===== src/rtl/flag_magcmp_pkg.sv =====
package flag_magcmp_pkg;
  typedef struct packed {
    logic c;
    logic z;
    logic n;
    logic v;
    logic s;
  } cmp_flags_t;
endpackage


===== src/rtl/magcmp_subtract.sv =====
module magcmp_subtract #(
  parameter int W = 8
) (
  input  logic [W-1:0] minuend,
  input  logic [W-1:0] subtrahend,
  output logic [W-1:0] diff,
  output logic         carry_out
);
  logic [W:0]   cy;
  logic [W-1:0] inv_sub;

  assign inv_sub = ~subtrahend;
  assign cy[0]   = 1'b1;

  for (genvar i = 0; i < W; i++) begin : g_fa
    logic half;
    assign half      = minuend[i] ^ inv_sub[i];
    assign diff[i]   = half ^ cy[i];
    assign cy[i+1]   = (minuend[i] & inv_sub[i]) | (cy[i] & half);
  end

  assign carry_out = cy[W];
endmodule


===== src/rtl/magcmp_flags.sv =====
module magcmp_flags
  import flag_magcmp_pkg::*;
#(
  parameter int W = 8
) (
  input  logic [W-1:0] diff,
  input  logic         carry_out,
  input  logic         sign_a,
  input  logic         sign_b,
  output cmp_flags_t   flags
);
  localparam int MSB = W - 1;

  always_comb begin
    flags.c = carry_out;
    flags.z = ~|diff;
    flags.n = diff[MSB];
    flags.v = (sign_a ^ sign_b) & (diff[MSB] ^ sign_b);
    flags.s = flags.n ^ flags.v;
  end
endmodule


===== src/rtl/magcmp_decode.sv =====
module magcmp_decode
  import flag_magcmp_pkg::*;
(
  input  cmp_flags_t flags,
  input  logic       signed_mode,
  output logic       lt,
  output logic       eq,
  output logic       gt
);
  logic b_below_a;

  always_comb begin
    b_below_a = signed_mode ? flags.s : ~flags.c;
    eq        = flags.z;
    gt        = b_below_a;
    lt        = ~b_below_a & ~flags.z;
  end
endmodule


===== src/rtl/flag_magcmp.sv =====
module flag_magcmp
  import flag_magcmp_pkg::*;
#(
  parameter int W = 8
) (
  input  logic [W-1:0] op_a,
  input  logic [W-1:0] op_b,
  input  logic         signed_mode,
  output logic         flag_c,
  output logic         flag_z,
  output logic         flag_n,
  output logic         flag_v,
  output logic         flag_s,
  output logic         a_lt_b,
  output logic         a_eq_b,
  output logic         a_gt_b
);
  localparam int MSB = W - 1;

  logic [W-1:0] diff;
  logic         carry_out;
  cmp_flags_t   flags;

  magcmp_subtract #(.W(W)) u_sub (
    .minuend    (op_b),
    .subtrahend (op_a),
    .diff       (diff),
    .carry_out  (carry_out)
  );

  magcmp_flags #(.W(W)) u_flags (
    .diff      (diff),
    .carry_out (carry_out),
    .sign_a    (op_a[MSB]),
    .sign_b    (op_b[MSB]),
    .flags     (flags)
  );

  magcmp_decode u_dec (
    .flags       (flags),
    .signed_mode (signed_mode),
    .lt          (a_lt_b),
    .eq          (a_eq_b),
    .gt          (a_gt_b)
  );

  assign flag_c = flags.c;
  assign flag_z = flags.z;
  assign flag_n = flags.n;
  assign flag_v = flags.v;
  assign flag_s = flags.s;
endmodule


===== config.mk =====
export PLATFORM = sky130hd
export DESIGN_NAME = flag_magcmp
export DESIGN_NICKNAME = d
export VERILOG_FILES = /design/src/rtl/flag_magcmp_pkg.sv /design/src/rtl/magcmp_subtract.sv /design/src/rtl/magcmp_flags.sv /design/src/rtl/magcmp_decode.sv /design/src/rtl/flag_magcmp.sv
export SDC_FILE = /design/constraint.sdc
export NUM_CORES = 1
export LEC_CHECK = 0
export ABC_AREA = 1
export ABC_CLOCK_PERIOD_IN_PS = 9900
export BUFFER_PORTS_ARGS = -buffer_cell sky130_fd_sc_hd__buf_2
export CORE_AREA = 2 2 39 41
export DETAILED_ROUTE_END_ITERATION = 8
export DIE_AREA = 0 0 41 43
export SKIP_LAST_GASP = 1
export SYNTH_ARGS = -nofsm -noshare
export SYNTH_HDL_FRONTEND = slang
export SYNTH_HIERARCHICAL = 1
export SYNTH_SLANG_ARGS = --single-unit

===== constraint.sdc =====
create_clock -name vclk -period 9.9
set_clock_uncertainty 0.15 [all_clocks]
set_input_delay 0 -clock vclk [all_inputs]
set_output_delay 0 -clock vclk [all_outputs]
set_load 0.01 [all_outputs]

# Yosys cells after proc, flatten, opt, wreduce, memory -nomap -nowiden
# Cells that the tools add are included.
[word_totals]
latch_bits = 0
rom_bits = 0
inputBits = 17
ram_bits = 0
register_bits = 0
output_inout_bits = 8
n_memories = 0
wordCells = 50
[classes]
eq_ne = 0
n_lt_le_gt_ge = 0
n_mux = 1
n_addsub = 0
mul = 0
n_reduce_logical = 2
n_shift = 0
bitwise = 47
n_div = 0
[ops]
columns = ["operator", "count"]
rows = [
  ["$xor 1x1->1", 18],
  ["$and 1x1->1", 17],
  ["$not 8->8", 1],
  ["$or 1x1->1", 8],
  ["$reduce_or 8->1", 1],
  ["$not 1->1", 3],
  ["$logic_not 1->1", 1],
  ["$mux 1", 1],
]

# Longest topological paths before layout
# Gate-level depths: netlist of the first run.
[logic_depth]
ltp_word = 22
depth_mapped = 17
mapped_depth_nobuf = 17

# Hierarchy
# Netlist of the first run, hierarchy kept.
[by_module_without_submodules]
columns = ["module", "instances", "area_each_um2", "cells_per_inst", "seq_area_each_um2"]
rows = [
  ["magcmp_subtract", 1, 216.5, 25, 0.0],
  ["magcmp_flags", 1, 87.6, 21, 0.0],
  ["magcmp_decode", 1, 26.3, 4, 0.0],
]

# Worst setup path before layout of the first run
# OpenSTA, ideal clock, no wires.
[synth_path]
kind = "in2out"
start = "input port op_b[0]"
end = "output port a_eq_b"
arrival_ns = 3.445
cell_stages = 16
setup_slack_ns = 6.305
required_ns = 9.750
path_buffers = 1
cell_sequence = "inv_1 -> ha_1 -> inv_1 -> fa_1 -> inv_1 -> fa_1 -> fa_1 -> fa_1 -> fa_1 -> fa_1 -> inv_1 -> fa_1 -> nor2_1 -> nand2_1 -> nor2_1 -> buf_4"
[synth_via]
elab_chain_cells = 17
elab_cells_between_ends = 25
classes_between = "bitwise (23); reduce/logical (2)"
[synth_rtl]
columns = ["element", "line", "text"]
rows = [
  ["from (decl)", "flag_magcmp.sv:7", "input logic [W-1:0] op_b,"],
  ["$and 1x1->1 or $xor 1x1->1 (tied branches)", "magcmp_subtract.sv:19, magcmp_subtract.sv:17", ""],
  ["$or 1x1->1 *", "magcmp_subtract.sv:19", "assign cy[i+1] = (minuend[i] & inv_sub[i]) | (cy[i] & half);"],
  ["$and 1x1->1 *", "magcmp_subtract.sv:19", ""],
  ["$or 1x1->1 *", "magcmp_subtract.sv:19", ""],
  ["$and 1x1->1 *", "magcmp_subtract.sv:19", ""],
  ["$or 1x1->1 *", "magcmp_subtract.sv:19", ""],
  ["$and 1x1->1 *", "magcmp_subtract.sv:19", ""],
  ["$or 1x1->1 *", "magcmp_subtract.sv:19", ""],
  ["[2 not listed]", "n/a", ""],
  ["$and 1x1->1 *", "magcmp_subtract.sv:19", ""],
  ["$or 1x1->1 *", "magcmp_subtract.sv:19", ""],
  ["$and 1x1->1 *", "magcmp_subtract.sv:19", ""],
  ["$or 1x1->1 *", "magcmp_subtract.sv:19", ""],
  ["$xor 1x1->1 *", "magcmp_subtract.sv:18", "assign diff[i] = half ^ cy[i];"],
  ["net diff[7]", "flag_magcmp.sv:20", "logic [W-1:0] diff;"],
  ["$reduce_or 8->1 *", "magcmp_flags.sv:16", "flags.z = ~|diff;"],
  ["$logic_not 1->1 *", "magcmp_flags.sv:16", ""],
  ["to (decl)", "flag_magcmp.sv:15", "output logic a_eq_b,"],
]
# The timed path passes the listed nets; every way through them passes the cells marked *.

# Final worst setup path of the first run
[layout_path]
start = "input port op_b[0]"
end = "output port a_lt_b"
[layout_via]
elab_chain_cells = 21
elab_cells_between_ends = 33
classes_between = "mux (1); bitwise (31); reduce/logical (1)"
[layout_rtl]
columns = ["element", "line", "text"]
rows = [
  ["$and 1x1->1 or $xor 1x1->1 (tied branches)", "magcmp_subtract.sv:19, magcmp_subtract.sv:17", ""],
  ["$or 1x1->1", "magcmp_subtract.sv:19", ""],
  ["$and 1x1->1", "magcmp_subtract.sv:19", ""],
  ["$or 1x1->1", "magcmp_subtract.sv:19", ""],
  ["$and 1x1->1", "magcmp_subtract.sv:19", ""],
  ["$or 1x1->1", "magcmp_subtract.sv:19", ""],
  ["$and 1x1->1", "magcmp_subtract.sv:19", ""],
  ["$or 1x1->1", "magcmp_subtract.sv:19", ""],
  ["[5 not listed]", "n/a", ""],
  ["$or 1x1->1", "magcmp_subtract.sv:19", ""],
  ["$xor 1x1->1", "magcmp_subtract.sv:18", ""],
  ["$xor 1x1->1", "magcmp_flags.sv:18", "flags.v = (sign_a ^ sign_b) & (diff[MSB] ^ sign_b);"],
  ["$and 1x1->1", "magcmp_flags.sv:18", ""],
  ["$xor 1x1->1", "magcmp_flags.sv:19", "flags.s = flags.n ^ flags.v;"],
  ["$mux 1", "magcmp_decode.sv:13", "b_below_a = signed_mode ? flags.s : ~flags.c;"],
  ["$not 1->1", "magcmp_decode.sv:16", "lt = ~b_below_a & ~flags.z;"],
  ["$and 1x1->1 *", "magcmp_decode.sv:16", ""],
  ["to (decl)", "flag_magcmp.sv:14", "output logic a_lt_b,"],
]
# Mark *: on every way between the ends. The rest lies on a longest branch, timed or not.

==> results.py, run 1 <==
metrics = {
    "synth": {
        "synth_common_cells": "inv_1, nand2_1, fa_1, nor2_1, buf_4",
        "synth_top_area_share_pct": 42.42,
        "syn_area_um2": 330.3,
        "yosys_warnings": 6,
        "syn_inst": 50,
        "yosysMostFrequentCell": "inv_1",
        "synth_cell_types": 10,
        "seq_area_frac_synth_pct": 0,
        "synthTopCellsByArea": "fa_1, inv_1, nand2_1, nor2_1, buf_4",
        "syn-num-nets": 75,
        "synth_top_area_cell": "fa_1",
        "syn_area_per_cell_um2": 6.606,
    },
    "sta": {
        "slew_violations": 0,
        "setup_tns_ps": 0,
        "layout_setup_ws_ps": 6221,
        "slew_headroom_pct": 86.98,
        "tightest_slew_ps": 194.5,
        "period_minus_slack_ps": 3680,
        "hold_viol_final": 0,
        "rsz0062_at_grt": "false",
        "max_freq_mhz": 271.8,
        "setup_violations": 0,
        "holdWs_ps": 141.1,
        "post-route-period-util_pct": 37.17,
    },
    "cells_and_area": {
        "num-fill-cells": 165,
        "final_cell_area_um2": 452.9,
        "utilization_pct": 32.73,
        "drive_gt1_share_pct": 38.89,
        "area_growth_pct": 37.12,
        "n_sequential_cell": 0,
        "diodes": 0,
        "regArea_um2": 0,
        "fin_nets": 99,
        "instances_no_fill": 88,
        "clkbuf_count": 0,
    },
    "floorplan": {
        "core_area_mm2": 0.001384,
        "rows": 14,
        "die_w_um": 41,
        "start_util_pct": 23.87,
        "die_h_um": 43,
        "die-area_mm2": 0.001763,
        "io_pins": 25,
    },
    "clock_network": {
        "cts-hold-fix-buffers": 0,
        "postCtsSetupRepairBufs": 0,
        "cts_resized": 0,
    },
    "global_route": {
        "antenna_found_initial": 0,
        "grt_pass1_vias": 256,
        "track_usage_pct": 6.956,
        "grt_overflow": 0,
        "grt_max_degree": 6,
        "grt_pass1_wl_um": 917,
    },
    "detailed_routing": {
        "drt_wl_total_um": 542,
        "vias_per_cell": 3.557,
        "ant_nets": 0,
        "vias": 313,
        "first_pass_iters": 3,
        "drt-initial-drc-count": 2,
        "drt-wirelength-per-cell_um": 6.159,
        "drc": 0,
    },
    "power_and_ir_drop": {
        "leakage_nw": 0.3055,
        "max-vdd-ir-drop_uv": 12.35,
        "total_power_mw": 0.02486,
        "power_density_mw_per_mm2": 54.89,
    },
    "placement": {
        "placedCellCount": 88,
        "place_hpwl_um": 547.6,
        "pre_cts_slack_ps": 6183,
        "io_buffers": 25,
        "gp_congestion": 0.5978,
        "placed_area_um2": 452.9,
    },
    "setup_path": {
        "cp-end-kind": "primary output",
        "arrival_ps": 3530,
        "critPathLaunchType": "input pin",
        "critical_path_class": "in -> out",
        "crit_required_ps": 9750,
        "cp_max_fo": 5,
    },
    "run_status": {
        "status": "completed",
    },
    "worst_hold_path": {
        "min_to": "a_gt_b",
        "min_from": "signed_mode",
        "hold_depth": 3,
        "hold_path.class": "in -> out",
    },
    "job": {
        "drv_cap": 0,
    },
}
==> critical path, cell delays in order <==
cell     delay (ps)
buf_2            70
inv_1            30
ha_1            180
inv_1            60
fa_1            150
inv_1            50
fa_1            370
fa_1            380
fa_1            390
fa_1            390
fa_1            370
inv_1            80
fa_1            460
nor2_1          130
nand2_1          60
nor2_1          180
nor2_2           60
buf_2           130
==> routing by layer <==
layer	track usage, %	vias to the layer above	routed length [µm]	part of all wire (%)
li1	-	175	-	-
met1	9.772	127	204	38
met2	12.19	11	297	55
met3	0	0	41	7.6
met4	0	0	0	0
met5	0	-	0	0
==> layout by cell type, fill, tap and decap left out, drive strengths merged <==
master | netlist | layout
fa | 7 | 7
a21oi | 1 | 1
o21ai | 1 | 1
buf | 3 | 25
ha | 1 | 1
inv | 20 | 20
nor2 | 8 | 8
nand2 | 9 | 9
==> how the worst max path moves through the flow <==
stage          startpoint      to  slack [ps]
6_report          op_b[0]  a_lt_b        6220
5_1_grt           op_b[0]  a_lt_b        6010
4_1_cts           op_b[0]  a_lt_b        6180
3_5_place_dp      op_b[0]  a_lt_b        6180
3_3_place_gp      op_b[0]  a_lt_b        6210
2_1_floorplan     op_b[0]  a_eq_b        6310
==> area by class of cell <==
| type | instances | area, µm² | share of cell area [%] |
|---|---|---|---|
| multi-input combinational | 27 | 232.7 | 51.38 |
| timing repair buffer | 25 | 125.1 | 27.62 |
| inverter | 20 | 75.07 | 16.57 |
| tap | 16 | 20.02 | 4.420 |
==> where the power goes <==
| part | internal [mW] | leakage (nW) | switching [mW] | total (mW) |
|---|---|---|---|---|
| registers | 0 | 0 | 0 | 0 |
| clock network | 0 | 0 | 0 | 0 |
| logic | 0.0114 | 0.305 | 0.0135 | 0.0249 |
==> logic make-up (layout without fill, tap and decap cells) <==
family	Yosys count	count (layout)	synth area share (%)
AO/OA/AOI/OAI	2	2	4.166
adder cells (fa/ha/maj)	8	8	46.21
buffers and inverters	23	45	29.54
AND/OR/NAND/NOR	17	17	20.08
Note: power is estimated with default switching activity, not from simulation.
==> run 2, diff against run 1 <==
--- a/config.mk
+++ b/config.mk
@@ -6,7 +6,7 @@
 export NUM_CORES = 1
 export LEC_CHECK = 0
 export ABC_AREA = 1
-export ABC_CLOCK_PERIOD_IN_PS = 9900
+export ABC_CLOCK_PERIOD_IN_PS = 3100
 export BUFFER_PORTS_ARGS = -buffer_cell sky130_fd_sc_hd__buf_2
 export CORE_AREA = 2 2 39 41
 export DETAILED_ROUTE_END_ITERATION = 8
==> constraint.sdc (replaced) <==
create_clock -name vclk -period 3.1
set_clock_uncertainty 0.15 [all_clocks]
set_input_delay 0 -clock vclk [all_inputs]
set_output_delay 0 -clock vclk [all_outputs]
set_load 0.01 [all_outputs]
==> results.py, run 2 (same netlist as run 1, synthesis figures left out) <==
metrics = {
    "global_route": {
        "grt_max_degree": 6,
        "track_usage_pct": 8.291,
        "antenna_found_initial": 0,
        "grt_pass1_vias": 313,
        "grt_overflow": 0,
        "grt_pass1_wl_mm": 1.083,
    },
    "power_and_ir_drop": {
        "p_sw_mw": 0.05508,
        "switching_share_pct": 47.04,
        "max-vdd-ir-drop_uv": 89.49,
        "power_density_mw_per_mm2": 203.9,
        "leakage_nw": 0.3248,
        "sequentialPowerShare_pct": 0,
        "p_int_mw": 0.06200,
        "p_clk_share_pct": 0,
        "p_comb_share_pct": 100.0,
    },
    "sta": {
        "setup_tns_ps": -1704,
        "layout_setup_ws_ps": -324.3,
        "slew_violations": 0,
        "holdWs_ps": 138.0,
        "post-route-period-util_pct": 110.5,
        "hold_viol_final": 0,
        "setup_violations": 7,
        "max_freq_mhz": 292.0,
        "rsz0062_at_grt": "true",
        "tightest_slew_ps": 142.3,
        "period_minus_slack_ps": 3424,
        "slew_headroom_pct": 90.51,
    },
    "job": {
        "drv_cap": 0,
    },
    "setup_path": {
        "cp_common_cell": "fa_2",
        "cp-end-kind": "primary output",
        "crit_required_ps": 2950,
        "cpMaxStageDelayCell": "fa_2",
        "cp_max_fo": 4,
        "critical_path_class": "in -> out",
        "crit_chain": "buf_8, inv_12, ha_4, inv_2, fa_2, inv_2, fa_2, fa_2, fa_2, fa_2, fa_2, inv_2, fa_2, nor2_1, nand2_1, nor2_4, nor2_2, buf_2",
        "cpPeakStageDelay_ps": 460,
        "critPathLaunchType": "input pin",
        "arrival_ps": 3270,
    },
    "floorplan": {
        "start_util_pct": 23.87,
        "io_pins": 25,
        "die-area_mm2": 0.001763,
        "die_w_um": 41,
        "rows": 14,
        "die_h_um": 43,
        "core_area_mm2": 0.001384,
    },
    "detailed_routing": {
        "drt_wl_total_um": 643,
        "drt-wirelength-per-cell_um": 7.066,
        "vias": 342,
        "drt-initial-drc-count": 6,
        "vias_per_cell": 3.758,
        "drc": 0,
        "ant_nets": 0,
        "first_pass_iters": 2,
    },
    "cells_and_area": {
        "drive_gt1_share_pct": 62.67,
        "area_growth_pct": 73.86,
        "n_sequential_cell": 0,
        "regArea_um2": 0,
        "instances_no_fill": 91,
        "final_cell_mix": "buf_2, inv_1, nand2_1",
        "utilization_pct": 41.50,
        "fin_nets": 102,
        "final_common_cell": "buf_2",
        "clkbuf_count": 0,
        "diodes": 0,
    },
    "placement": {
        "gp_congestion": 0.5596,
        "placedCellCount": 89,
        "place_hpwl_um": 586.8,
        "io_buffers": 25,
        "pre_cts_slack_ps": -419.2,
    },
    "worst_hold_path": {
        "min_from": "signed_mode",
        "min_to": "a_gt_b",
        "hold_path.class": "in -> out",
        "hold_depth": 3,
    },
    "run_status": {
        "status": "finished with violations",
        "violations": "setup timing",
    },
    "clock_network": {
        "cts-hold-fix-buffers": 0,
    },
}
[run 2: cell count changes in the layout (fill, tap and decap cells not counted), moves of 2 or more]
cell	change
fa_1	-7
buf_2	-5
fa_2	+7
inv_1	-5
inv_2	+4
buf_6	+6
nor2_1	-2
[run 2: worst max path at each step]
stage                  from  endpoint  slack (ps)  cells past startpoint
floorplan           op_b[0]    a_lt_b        -150                     17
global placement    op_b[0]    a_lt_b        -390                     19
detailed placement  op_b[0]    a_lt_b        -420                     19
CTS                 op_b[0]    a_lt_b        -370                     18
global route        op_b[0]    a_lt_b        -450                     19
finish              op_b[0]    a_lt_b        -320                     18
[run 2: repair_timing]
item | CTS | global route
gates resized for setup | 9 | 4
pin swaps | 5 | 3
buffers inserted | 3 | 0
hold endpoints to repair | 0 | 0
setup endpoints to repair | 7 | 7
[run 2: critical path: cells and delay by family]
| kind | cells | cell delay, ps |
|---|---|---|
| adders and majority gates | 8 | 2490 |
| buffers and inverters | 6 | 400 |
| and+or+nand+nor | 4 | 400 |
[run 2: layer usage]
layer  track usage [%]  wire [µm]
met2             15.63        358
met3                 0         48
met1             10.53        235
met4                 0          0
met5                 0          0
[run 2: power by group through the flow]
stage	sequential (mW)	clock (mW)	combinational, mW
6_report	0	0	0.117
5_1_grt	0	0	0.134
4_1_cts	0	0	0.120
3_5_place_dp	0	0	0.0966
3_3_place_gp	0	0	0.0948
2_1_floorplan	0	0	0.0643
[run 2: layout make-up]
class	instances	area, µm²
fill	150	809.5
inverter	20	87.58
multi-input combinational	27	276.5
tap	16	20.02
timing repair buffer	28	190.2
[run 2: metrics by stage]
step	area [µm²]	power [mW]
global placement	511.7	0.09482
CTS	570.5	0.1200
detailed placement	511.7	0.09656
global route	574.3	0.1344
floorplan	381.6	0.06431
finish	574.3	0.1171
==> run 3, diff against run 2 <==
--- a/config.mk
+++ b/config.mk
@@ -16,3 +16,4 @@
 export SYNTH_HDL_FRONTEND = slang
 export SYNTH_HIERARCHICAL = 1
 export SYNTH_SLANG_ARGS = --single-unit
+export TNS_END_PERCENT = 20
==> constraint.sdc (replaced) <==
create_clock -name vclk -period 3.1
set_clock_uncertainty 0.15 [all_clocks]
set_input_delay 0.155 -clock vclk [all_inputs]
set_output_delay 0.155 -clock vclk [all_outputs]
set_load 0.01 [all_outputs]
==> results.py, run 3 (same netlist as run 1, synthesis figures left out) <==
metrics = {
    "run_status": {
        "status": "finished with violations",
        "violations": "setup timing",
    },
    "setup_path": {
        "arrival_ps": 3410,
        "critical_path_class": "in -> out",
        "critPathLaunchType": "input pin",
        "cp-end-kind": "primary output",
        "crit_required_ps": 2790,
        "cp_max_fo": 5,
    },
    "sta": {
        "post-route-period-util_pct": 119.8,
        "hold_viol_final": 0,
        "setup_violations": 8,
        "slew_violations": 0,
        "holdWs_ps": 443.8,
        "setup_tns_ps": -3716,
        "slew_headroom_pct": 90.82,
        "tightest_slew_ps": 137.8,
        "layout_setup_ws_ps": -612.9,
        "max_freq_mhz": 269.3,
        "rsz0062_at_grt": "true",
        "period_minus_slack_ps": 3713,
    },
    "cells_and_area": {
        "final_cell_mix": "buf_2, inv_1, nand2_1",
        "final_common_cell": "buf_2",
        "clkbuf_count": 0,
        "drive_gt1_share_pct": 63.01,
        "n_sequential_cell": 0,
        "diodes": 0,
        "area_growth_pct": 57.95,
        "num-fill-cells": 148,
        "final_cell_area_um2": 521.8,
        "regArea_um2": 0,
        "fin_nets": 100,
    },
    "global_route": {
        "antenna_found_initial": 0,
        "track_usage_pct": 8.595,
        "grt_overflow": 0,
        "grt_pass1_wl_mm": 1.090,
        "grt_pass1_vias": 323,
        "grt_max_degree": 6,
    },
    "floorplan": {
        "io_pins": 25,
        "rows": 14,
        "die_w_um": 41,
        "core_area_mm2": 0.001384,
        "start_util_pct": 23.87,
        "die-area_mm2": 0.001763,
        "die_h_um": 43,
    },
    "detailed_routing": {
        "drc": 0,
        "ant_nets": 0,
        "vias": 341,
        "first_pass_iters": 5,
        "drt_wl_total_um": 698,
        "vias_per_cell": 3.831,
        "drt-initial-drc-count": 2,
        "drt-wirelength-per-cell_um": 7.843,
    },
    "power_and_ir_drop": {
        "p_comb_share_pct": 100.0,
        "power_density_mw_per_mm2": 190.9,
        "leakage_nw": 0.3056,
        "total_power_mw": 0.09962,
        "sequentialPowerShare_pct": 0,
        "p_clk_share_pct": 0,
        "p_sw_mw": 0.05264,
        "max-vdd-ir-drop_uv": 61.75,
        "switching_share_pct": 52.84,
        "p_int_mw": 0.04697,
    },
    "placement": {
        "gp_congestion": 0.5808,
        "io_buffers": 25,
        "placed_area_um2": 474.2,
        "pre_cts_slack_ps": -759.2,
        "place_hpwl_um": 578.3,
    },
    "clock_network": {
        "cts-hold-fix-buffers": 0,
    },
    "job": {
        "drv_cap": 0,
    },
    "worst_hold_path": {
        "hold_path.class": "in -> out",
        "min_from": "signed_mode",
        "hold_depth": 3,
        "min_to": "a_gt_b",
    },
}
## run 3: cell count changes in the layout (fill, tap and decap cells not counted)
cell,previous run,this run
buf_8,1,0
inv_12,1,0
buf_2,20,23
nor2_2,2,3
inv_1,14,15
buf_6,6,2
nor2_1,5,4
nand2_1,9,8
nand2_2,0,1
## run 3: worst max path at each step
| stage | start | to | slack [ps] | cells past startpoint |
|---|---|---|---|---|
| detailed placement | op_b[0] | a_lt_b | -760 | 19 |
| floorplan | op_b[0] | a_lt_b | -550 | 17 |
| global route | op_b[0] | a_lt_b | -790 | 19 |
| global placement | op_b[0] | a_lt_b | -720 | 19 |
| CTS | op_b[0] | a_lt_b | -760 | 19 |
| finish | op_b[0] | a_lt_b | -610 | 19 |
## run 3: metrics by stage
stage | instances | util (%)
6_report | 89 | 37.70
5_1_grt | 89 | 37.70
4_1_cts | 88 | 36.80
3_5_place_dp | 88 | 34.27
3_3_place_gp | 88 | 34.27
2_1_floorplan | 50 | -
## run 3: layer usage
metal  GRT usage [%]  share of wire [%]  vias up  routed length (µm)
li1                -                  -      177                   -
met1           7.895                 33      152                 230
met2           19.06                 60       12                 419
met3               0                7.0        0                  49
met4               0                  0        0                   0
met5               0                  0        -                   0
## run 3: final cells by class
type                       count  area, µm²  share of cell area [%]
tap                           16      20.02                   3.837
timing repair buffer          26      145.1                   27.82
multi-input combinational     27      281.5                   53.96
inverter                      20      75.07                   14.39
## run 3: power by group through the flow
| stage | logic [mW] | clock network, mW | registers (mW) |
|---|---|---|---|
| 2_1_floorplan | 0.0608 | 0 | 0 |
| 4_1_cts | 0.0959 | 0 | 0 |
| 3_5_place_dp | 0.0881 | 0 | 0 |
| 5_1_grt | 0.115 | 0 | 0 |
| 3_3_place_gp | 0.0866 | 0 | 0 |
| 6_report | 0.0996 | 0 | 0 |
## run 3: worst max-delay path, cell delays in order
cell and delay, ps:
buf_6 70, inv_2 30, ha_4 150, inv_2 40
fa_2 180, inv_2 40, fa_2 330, fa_2 360
fa_2 350, fa_2 350, fa_2 340, inv_2 70
fa_2 470, nor2_2 120, a21oi_2 40, nand2_1 60
o21ai_2 60, nor2_2 60, buf_2 120
## run 3: timing repair
item | CTS | global route
buffers inserted | 0 | 1
pin swaps | 13 | 9
endpoints found under the hold margin | 0 | 0
setup endpoints to repair | 8 | 8
resized for setup | 12 | 2
